===== src/rtl/biq_pkg.sv =====
`timescale 1ns/1ps
package biq_pkg;

   // number of coefficients per second-order section
   localparam int NTAP = 5;
   // width of the field part of a parameter address
   localparam int FLDW = 3;

   typedef enum logic [2:0] {
      FLD_B0   = 3'd0,
      FLD_B1   = 3'd1,
      FLD_B2   = 3'd2,
      FLD_A1   = 3'd3,
      FLD_A2   = 3'd4,
      FLD_MODE = 3'd5
   } fld_e;

   typedef enum logic [1:0] {
      SQ_IDLE = 2'd0,
      SQ_GAIN = 2'd1,
      SQ_MAC  = 2'd2
   } seq_e;

   typedef struct packed {
      logic rect;
      logic en;
   } mode_t;

endpackage


===== src/rtl/biq_coef_bank.sv =====
`timescale 1ns/1ps
// Staged and working copies of all section coefficients, modes and the gain.
module biq_coef_bank
   import biq_pkg::*;
#(
   parameter int NSEC  = 7,
   parameter int CW    = 16,
   parameter int CFRAC = 14,
   parameter int GFRAC = 13,
   parameter int SECW  = 3
)(
   input  logic                 clk,
   input  logic                 rst,
   input  logic                 wr_en,
   input  logic [SECW-1:0]      wr_sec,
   input  logic [FLDW-1:0]      wr_fld,
   input  logic [CW-1:0]        wr_data,
   input  logic                 commit,
   input  logic [SECW-1:0]      rd_sec,
   input  logic [2:0]           rd_tap,
   output logic signed [CW-1:0] coef,
   output logic signed [CW-1:0] gain,
   output logic [NSEC-1:0]      en_vec,
   output logic [NSEC-1:0]      rect_vec
);

   localparam logic [CW-1:0] ONE_C = {{(CW-1){1'b0}}, 1'b1} << CFRAC;
   localparam logic [CW-1:0] ONE_G = {{(CW-1){1'b0}}, 1'b1} << GFRAC;
   localparam mode_t MODE_DFLT = '{rect: 1'b0, en: 1'b1};

   logic signed [CW-1:0] act_flat [NSEC][NTAP];

   for (genvar s = 0; s < NSEC; s++) begin : g_sec
      for (genvar t = 0; t < NTAP; t++) begin : g_tap
         localparam logic [CW-1:0] DFLT = (t == 0) ? ONE_C : '0;
         logic [CW-1:0] stg_q;
         logic [CW-1:0] act_q;
         logic          hit;
         assign hit = wr_en && (wr_sec == SECW'(s)) && (wr_fld == FLDW'(t));
         always_ff @(posedge clk) begin
            if (rst) begin
               stg_q <= DFLT;
               act_q <= DFLT;
            end else begin
               if (commit) act_q <= stg_q;
               if (hit)    stg_q <= wr_data;
            end
         end
         assign act_flat[s][t] = $signed(act_q);
      end

      mode_t m_stg;
      mode_t m_act;
      logic  m_hit;
      assign m_hit = wr_en && (wr_sec == SECW'(s)) && (wr_fld == FLD_MODE);
      always_ff @(posedge clk) begin
         if (rst) begin
            m_stg <= MODE_DFLT;
            m_act <= MODE_DFLT;
         end else begin
            if (commit) m_act <= m_stg;
            if (m_hit)  m_stg <= mode_t'(wr_data[1:0]);
         end
      end
      assign en_vec[s]   = m_act.en;
      assign rect_vec[s] = m_act.rect;
   end

   // gain lives at section index NSEC, field 0
   logic [CW-1:0] g_stg;
   logic [CW-1:0] g_act;
   logic          g_hit;
   assign g_hit = wr_en && (wr_sec == SECW'(NSEC)) && (wr_fld == FLD_B0);
   always_ff @(posedge clk) begin
      if (rst) begin
         g_stg <= ONE_G;
         g_act <= ONE_G;
      end else begin
         if (commit) g_act <= g_stg;
         if (g_hit)  g_stg <= wr_data;
      end
   end
   assign gain = $signed(g_act);

   always_comb begin
      if (rd_tap < 3'(NTAP)) coef = act_flat[rd_sec][rd_tap];
      else                   coef = '0;
   end

endmodule


===== src/rtl/biq_history.sv =====
`timescale 1ns/1ps
// Direct-form I delay lines, two inputs and two outputs per section.
module biq_history #(
   parameter int NSEC = 7,
   parameter int DW   = 16,
   parameter int SECW = 3
)(
   input  logic                 clk,
   input  logic                 rst,
   input  logic                 upd,
   input  logic [SECW-1:0]      sec,
   input  logic signed [DW-1:0] xin,
   input  logic signed [DW-1:0] yin,
   output logic signed [DW-1:0] hx1,
   output logic signed [DW-1:0] hx2,
   output logic signed [DW-1:0] hy1,
   output logic signed [DW-1:0] hy2
);

   logic signed [DW-1:0] x1_f [NSEC];
   logic signed [DW-1:0] x2_f [NSEC];
   logic signed [DW-1:0] y1_f [NSEC];
   logic signed [DW-1:0] y2_f [NSEC];

   for (genvar s = 0; s < NSEC; s++) begin : g_line
      logic signed [DW-1:0] x1_q, x2_q, y1_q, y2_q;
      logic                 hit;
      assign hit = upd && (sec == SECW'(s));
      always_ff @(posedge clk) begin
         if (rst) begin
            x1_q <= '0;
            x2_q <= '0;
            y1_q <= '0;
            y2_q <= '0;
         end else if (hit) begin
            x2_q <= x1_q;
            x1_q <= xin;
            y2_q <= y1_q;
            y1_q <= yin;
         end
      end
      assign x1_f[s] = x1_q;
      assign x2_f[s] = x2_q;
      assign y1_f[s] = y1_q;
      assign y2_f[s] = y2_q;
   end

   assign hx1 = x1_f[sec];
   assign hx2 = x2_f[sec];
   assign hy1 = y1_f[sec];
   assign hy2 = y2_f[sec];

endmodule


===== src/rtl/biq_mac.sv =====
`timescale 1ns/1ps
// Shared multiplier, wide accumulator and the two rescale-and-clip paths.
module biq_mac #(
   parameter int DW    = 16,
   parameter int CW    = 16,
   parameter int CFRAC = 14,
   parameter int GFRAC = 13,
   parameter int ACCW  = 40
)(
   input  logic                   clk,
   input  logic                   rst,
   input  logic                   clr,
   input  logic                   sub,
   input  logic signed [DW-1:0]   opa,
   input  logic signed [CW-1:0]   opb,
   output logic signed [ACCW-1:0] acc_sum,
   output logic signed [DW-1:0]   sec_res,
   output logic signed [DW-1:0]   gain_res
);

   localparam int PW = DW + CW;
   localparam logic signed [ACCW-1:0] HI = ACCW'({1'b0, {(DW-1){1'b1}}});
   localparam logic signed [ACCW-1:0] LO = ~HI;

   function automatic logic signed [DW-1:0] clip(input logic signed [ACCW-1:0] v);
      if (v > HI)      return HI[DW-1:0];
      else if (v < LO) return LO[DW-1:0];
      else             return v[DW-1:0];
   endfunction

   logic signed [PW-1:0]   prod;
   logic signed [ACCW-1:0] prod_x;
   logic signed [ACCW-1:0] acc_q;
   logic signed [ACCW-1:0] sec_sh;
   logic signed [ACCW-1:0] gain_sh;

   assign prod    = opa * opb;
   assign prod_x  = {{(ACCW-PW){prod[PW-1]}}, prod};
   assign acc_sum = sub ? (acc_q - prod_x) : (acc_q + prod_x);
   assign sec_sh  = acc_sum >>> CFRAC;
   assign gain_sh = prod_x >>> GFRAC;
   assign sec_res  = clip(sec_sh);
   assign gain_res = clip(gain_sh);

   always_ff @(posedge clk) begin
      if (rst || clr) acc_q <= '0;
      else            acc_q <= acc_sum;
   end

endmodule


===== src/rtl/biq_chain.sv =====
`timescale 1ns/1ps
// Fine gain followed by NSEC time-shared direct-form I biquads in series.
module biq_chain
   import biq_pkg::*;
#(
   parameter int NSEC  = 7,
   parameter int DW    = 16,
   parameter int CW    = 16,
   parameter int CFRAC = 14,
   parameter int GFRAC = 13,
   parameter int ACCW  = 40,
   localparam int SECW  = $clog2(NSEC + 1),
   localparam int ADDRW = SECW + FLDW,
   localparam int LAT   = 1 + NTAP * NSEC
)(
   input  logic                 clk,
   input  logic                 rst,
   input  logic                 in_valid,
   input  logic signed [DW-1:0] in_data,
   input  logic                 cfg_we,
   input  logic [ADDRW-1:0]     cfg_addr,
   input  logic [CW-1:0]        cfg_data,
   output logic                 out_valid,
   output logic signed [DW-1:0] out_data
);

   if (NSEC < 1) begin : g_bad_nsec
      $error("biq_chain: NSEC must be at least 1");
   end
   if (CFRAC > CW - 2) begin : g_bad_cfrac
      $error("biq_chain: coefficients need two integer bits");
   end
   if (GFRAC > CW - 3) begin : g_bad_gfrac
      $error("biq_chain: gain needs three integer bits");
   end
   if (ACCW < DW + CW + 4) begin : g_bad_accw
      $error("biq_chain: accumulator too narrow for five products");
   end

   function automatic logic signed [DW-1:0] mag(input logic signed [DW-1:0] v);
      if (v == {1'b1, {(DW-1){1'b0}}}) return {1'b0, {(DW-1){1'b1}}};
      else if (v[DW-1])                return -v;
      else                             return v;
   endfunction

   seq_e                 st;
   logic [SECW-1:0]      sec;
   logic [2:0]           tap;
   logic signed [DW-1:0] cur;
   logic                 commit;
   logic                 last_tap;
   logic                 last_sec;
   logic                 sec_done;
   logic                 seq_idle;

   logic signed [CW-1:0]   coef;
   logic signed [CW-1:0]   gain;
   logic [NSEC-1:0]        en_vec;
   logic [NSEC-1:0]        rect_vec;
   logic signed [DW-1:0]   hx1, hx2, hy1, hy2;
   logic signed [DW-1:0]   opa;
   logic signed [CW-1:0]   opb;
   logic signed [ACCW-1:0] acc_sum;
   logic signed [DW-1:0]   sec_res;
   logic signed [DW-1:0]   gain_res;
   logic signed [DW-1:0]   pick;
   logic signed [DW-1:0]   stage_out;
   logic                   mac_clr;
   logic                   mac_sub;
   logic                   hist_upd;

   assign seq_idle = (st == SQ_IDLE);
   assign commit   = seq_idle && in_valid;
   assign last_tap = (tap == 3'(NTAP - 1));
   assign last_sec = (sec == SECW'(NSEC - 1));
   assign sec_done = (st == SQ_MAC) && last_tap;

   biq_coef_bank #(
      .NSEC(NSEC), .CW(CW), .CFRAC(CFRAC), .GFRAC(GFRAC), .SECW(SECW)
   ) u_bank (
      .clk     (clk),
      .rst     (rst),
      .wr_en   (cfg_we),
      .wr_sec  (cfg_addr[ADDRW-1:FLDW]),
      .wr_fld  (cfg_addr[FLDW-1:0]),
      .wr_data (cfg_data),
      .commit  (commit),
      .rd_sec  (sec),
      .rd_tap  (tap),
      .coef    (coef),
      .gain    (gain),
      .en_vec  (en_vec),
      .rect_vec(rect_vec)
   );

   biq_history #(
      .NSEC(NSEC), .DW(DW), .SECW(SECW)
   ) u_hist (
      .clk (clk),
      .rst (rst),
      .upd (hist_upd),
      .sec (sec),
      .xin (cur),
      .yin (sec_res),
      .hx1 (hx1),
      .hx2 (hx2),
      .hy1 (hy1),
      .hy2 (hy2)
   );

   always_comb begin
      unique case (tap)
         3'd0:    opa = cur;
         3'd1:    opa = hx1;
         3'd2:    opa = hx2;
         3'd3:    opa = hy1;
         default: opa = hy2;
      endcase
      if (st != SQ_MAC) opa = cur;
   end

   assign opb     = (st == SQ_MAC) ? coef : gain;
   assign mac_clr = (st != SQ_MAC) || last_tap;
   assign mac_sub = (st == SQ_MAC) && (tap >= 3'(FLD_A1));

   biq_mac #(
      .DW(DW), .CW(CW), .CFRAC(CFRAC), .GFRAC(GFRAC), .ACCW(ACCW)
   ) u_mac (
      .clk     (clk),
      .rst     (rst),
      .clr     (mac_clr),
      .sub     (mac_sub),
      .opa     (opa),
      .opb     (opb),
      .acc_sum (acc_sum),
      .sec_res (sec_res),
      .gain_res(gain_res)
   );

   assign pick      = en_vec[sec] ? sec_res : cur;
   assign stage_out = rect_vec[sec] ? mag(pick) : pick;
   assign hist_upd  = sec_done && en_vec[sec];

   always_ff @(posedge clk) begin
      if (rst) begin
         st        <= SQ_IDLE;
         sec       <= '0;
         tap       <= '0;
         cur       <= '0;
         out_valid <= 1'b0;
         out_data  <= '0;
      end else begin
         out_valid <= 1'b0;
         unique case (st)
            SQ_IDLE: begin
               if (in_valid) begin
                  cur <= in_data;
                  st  <= SQ_GAIN;
               end
            end
            SQ_GAIN: begin
               cur <= gain_res;
               sec <= '0;
               tap <= '0;
               st  <= SQ_MAC;
            end
            SQ_MAC: begin
               if (last_tap) begin
                  cur <= stage_out;
                  tap <= '0;
                  if (last_sec) begin
                     st        <= SQ_IDLE;
                     out_valid <= 1'b1;
                     out_data  <= stage_out;
                  end else begin
                     sec <= sec + 1'b1;
                  end
               end else begin
                  tap <= tap + 1'b1;
               end
            end
            default: st <= SQ_IDLE;
         endcase
      end
   end

endmodule


===== config.mk =====
export PLATFORM = sky130hd
export DESIGN_NAME = biq_chain
export DESIGN_NICKNAME = d
export VERILOG_FILES = /design/src/rtl/biq_pkg.sv /design/src/rtl/biq_coef_bank.sv /design/src/rtl/biq_history.sv /design/src/rtl/biq_mac.sv /design/src/rtl/biq_chain.sv
export SDC_FILE = /design/constraint.sdc
export NUM_CORES = 2
export LEC_CHECK = 0
export ABC_AREA = 0
export CORE_UTILIZATION = 35
export CTS_CLUSTER_SIZE = 10
export DETAILED_ROUTE_END_ITERATION = 8
export HOLD_SLACK_MARGIN = 0.02
export PLACE_DENSITY = 0.51
export SLEW_MARGIN = 0
export SYNTH_ARGS = -nofsm -noshare
export SYNTH_HDL_FRONTEND = slang
export SYNTH_HIERARCHICAL = 1
export SYNTH_SLANG_ARGS = --single-unit

===== constraint.sdc =====
create_clock -name clk -period 17.3 [get_ports clk]
set_input_delay 5.19 -clock clk [delete_from_list [all_inputs] [get_ports clk]]
set_output_delay 5.19 -clock clk [all_outputs]
set_load 0.05 [all_outputs]

==> impl_metrics.py <==
metrics = {
    "outcome": {
        "status": "finished with violations",
        "failed_checks": "design-rule violations",
    },
    "min_path": {
        "worstHoldEndpoint": "u_hist/g_line[2].y2_q[10]",
        "hp-start": "u_hist/g_line[2].y1_q[10]",
        "hold_path.class": "flop to flop",
        "whs_path_depth": 2,
    },
    "timing": {
        "fin_crit_sh_pct": 93.92,
        "skew_ns": 0.06156,
        "rsz0062_at_grt": "false",
        "worst_slack_ns": 1.052,
        "hold_violations": 0,
        "tightest_slew_ns": 1.411,
        "setup_tns_ns": 0,
        "drv_slew": 0,
        "min_period_ns": 16.25,
        "max_freq_ghz": 0.06155,
        "slew_headroom_pct": 5.534,
        "setup_violations": 0,
    },
    "global_route": {
        "grt_usage_pct": 21.98,
        "first_global_vias": 65100,
        "grt_pass1_wl_mm": 410.9,
        "antenna_found_initial": 4,
        "grt_max_degree": 216,
        "overflow": 0,
    },
    "cts": {
        "max-clock-path-buffers": 3,
        "cts_root_buf": "clkbuf_16",
        "h-tree-depth": 4,
        "ctsResizeCount": 0,
        "cts_tree": "built",
        "cts.sinks": 1709,
        "cts_setup_buffers": 0,
        "clk_latency_ns": 0.87,
        "numCtsBuffers": 195,
        "cts_hold_buffers": 0,
        "cts.clk_slew.worst_paths_ns": 0.06,
    },
    "setup_path": {
        "cp-start-kind": "flop",
        "slowest_stage": "dfxtp_4",
        "cp_max_fo": 76,
        "r2r-start": "sec[1]",
        "r2r-end": "out_data[2]",
        "cpMostUsedCell": "fa_1",
        "crit_type": "flop to flop",
        "rr_worst_depth": 49,
        "cp_num_buf_inv": 8,
        "cp.arrival_ns": 16.99,
        "r2r_setup_slack_ns": 1.05,
        "cpPeakStageDelay_ns": 0.93,
        "cp.required_ns": 18.04,
        "cp-end-kind": "flop",
        "cp_top_family": "compound AO/OA/AOI/OAI gates",
    },
    "floorplanning": {
        "rows": 179,
        "initial_utilization_pct": 35.21,
        "core_area_um2": 238100,
        "die_x_um": 491.4,
        "die-area_um2": 241500,
        "ios": 59,
        "die_h_um": 491.4,
    },
    "drt": {
        "postRouteAntennaNets": 0,
        "drt-initial-drc-count": 5931,
        "vias": 66810,
        "drc": 14,
        "firstDrtPassIters": 8,
        "routed_wirelength_mm": 272.4,
        "viasPerCell": 5.295,
        "wl_per_cell_um": 21.59,
    },
    "place": {
        "place_congestion": 0.8845,
        "port_buffers": 58,
        "place_hpwl_mm": 172.1,
        "pre_cts_ws_ns": 1.191,
    },
    "synth": {
        "syn_area_um2": 83840,
        "synth_fp_nets": 10160,
        "netlist_instances": 9718,
        "syn_avg_cell_area_um2": 8.627,
        "yosysWarnings": 6,
    },
    "flow_run": {
        "max_cap_violations": 0,
    },
    "layout": {
        "syn_to_final_growth_pct": 9.432,
        "post_route_cells_drive_above_1_share_pct": 7.018,
        "post-route-util_pct": 38.54,
        "nNetsFinal": 9824,
    },
    "power_and_ir_drop": {
        "power_density_nw_per_um2": 117.0,
        "peakVddDrop_mv": 0.2304,
        "total_leakage_power_nw": 32.44,
    },
}
## worst reg2reg max path: cells and delay by family, from the launching register on
kind                       cells  cell delay, ns
adders and majority gates      8            3.53
and+or+nand+nor               13            3.27
muxes                          1            0.17
xor gates and xnor gates       2            0.52
DFF                            1            0.93
AOI/OAI and AO/OA             17            6.08
buffers and inverters          8            1.61
## layer usage
layer | wire [um] | track usage, % | share of wire, %
met4 | 7924 | 7.075 | 2.9
met5 | 0 | 0 | 0
met3 | 14070 | 2.701 | 5.2
met2 | 128400 | 36.69 | 47
met1 | 122100 | 29.35 | 45
## worst max path at each step
stage                   to  slack (ns)  cells past startpoint  startpoint
5_1_grt        out_data[5]        0.17                     47      sec[1]
3_3_place_gp   out_data[7]        1.38                     49      sec[1]
3_5_place_dp   out_data[2]        1.19                     49      sec[1]
4_1_cts        out_data[2]        1.14                     49      sec[1]
6_report       out_data[2]        1.05                     49      sec[1]
2_1_floorplan      cur[10]        4.67                     50      sec[1]
## layout make-up
cell class | count | area (um^2)
well taps | 3167 | 3963
multi-input cells | 6878 | 44900
clock inverters | 16 | 312.8
diodes | 3 | 7.507
flip-flops and latches | 1709 | 34230
fillers | 23780 | 146300
clock buffers | 244 | 5177
repair buffers | 187 | 1604
inverters | 413 | 1550
## layout by cell type (no fill, tap or decap), types with 20 or more instances in the layout
master and instances:
a221oi_1 55, nor2b_1 33, nand3_1 33, o221ai_1 23, dfxtp_1 1704, clkbuf_1 41, fa_1 263, buf_4 119
o211ai_1 24, a21oi_1 1131, nor3_1 39, mux2i_1 926, a31oi_1 28, ha_1 134, xor2_1 63, nand2_1 2348
inv_1 413, a211oi_1 24, nor2_1 736, mux2_2 37, mux4_2 56, o221a_2 68, a21o_1 26, a221oi_2 20
o21ai_1 27, nor2_2 30, and2_1 148, a211o_1 28, clkdlybuf4s50_1 41, o2bb2ai_1 20, o21ai_0 114, clkbuf_16 198
xnor2_1 53
## state kept, by name, summed over array words and instances (netlist names), 16 cells and up
register	cells
cur	16
out_data	16
u_bank/g_sec.g_tap.act_q	560
u_bank/g_sec.g_tap.stg_q	560
u_bank/g_stg	16
u_bank/gain	16
u_hist/g_line.x1_q	112
u_hist/g_line.x2_q	112
u_hist/g_line.y1_q	112
u_hist/g_line.y2_q	112
u_mac/acc_q	40
## power breakdown
group	total (W)	internal, W	switching (W)
clock	0.00374	0.00208	0.00166
combinational	0.00295	0.000878	0.00207
sequential	0.00404	0.00398	0.0000637
total	0.0107	0.00694	0.00380
## per-stage QoR
step	total power (W)	area (um^2)	instances	hold WS [ns]
finish	0.01073	91740	12620	0.4288
global placement	0.007041	86250	12350	0.4402
detailed placement	0.007039	86250	12350	0.4458
CTS	0.01080	91740	12610	0.4224
floorplan	0.005984	83840	9718	0.4314
global route	0.01114	91740	12620	0.4591
Power figures use the tool's default switching activity.
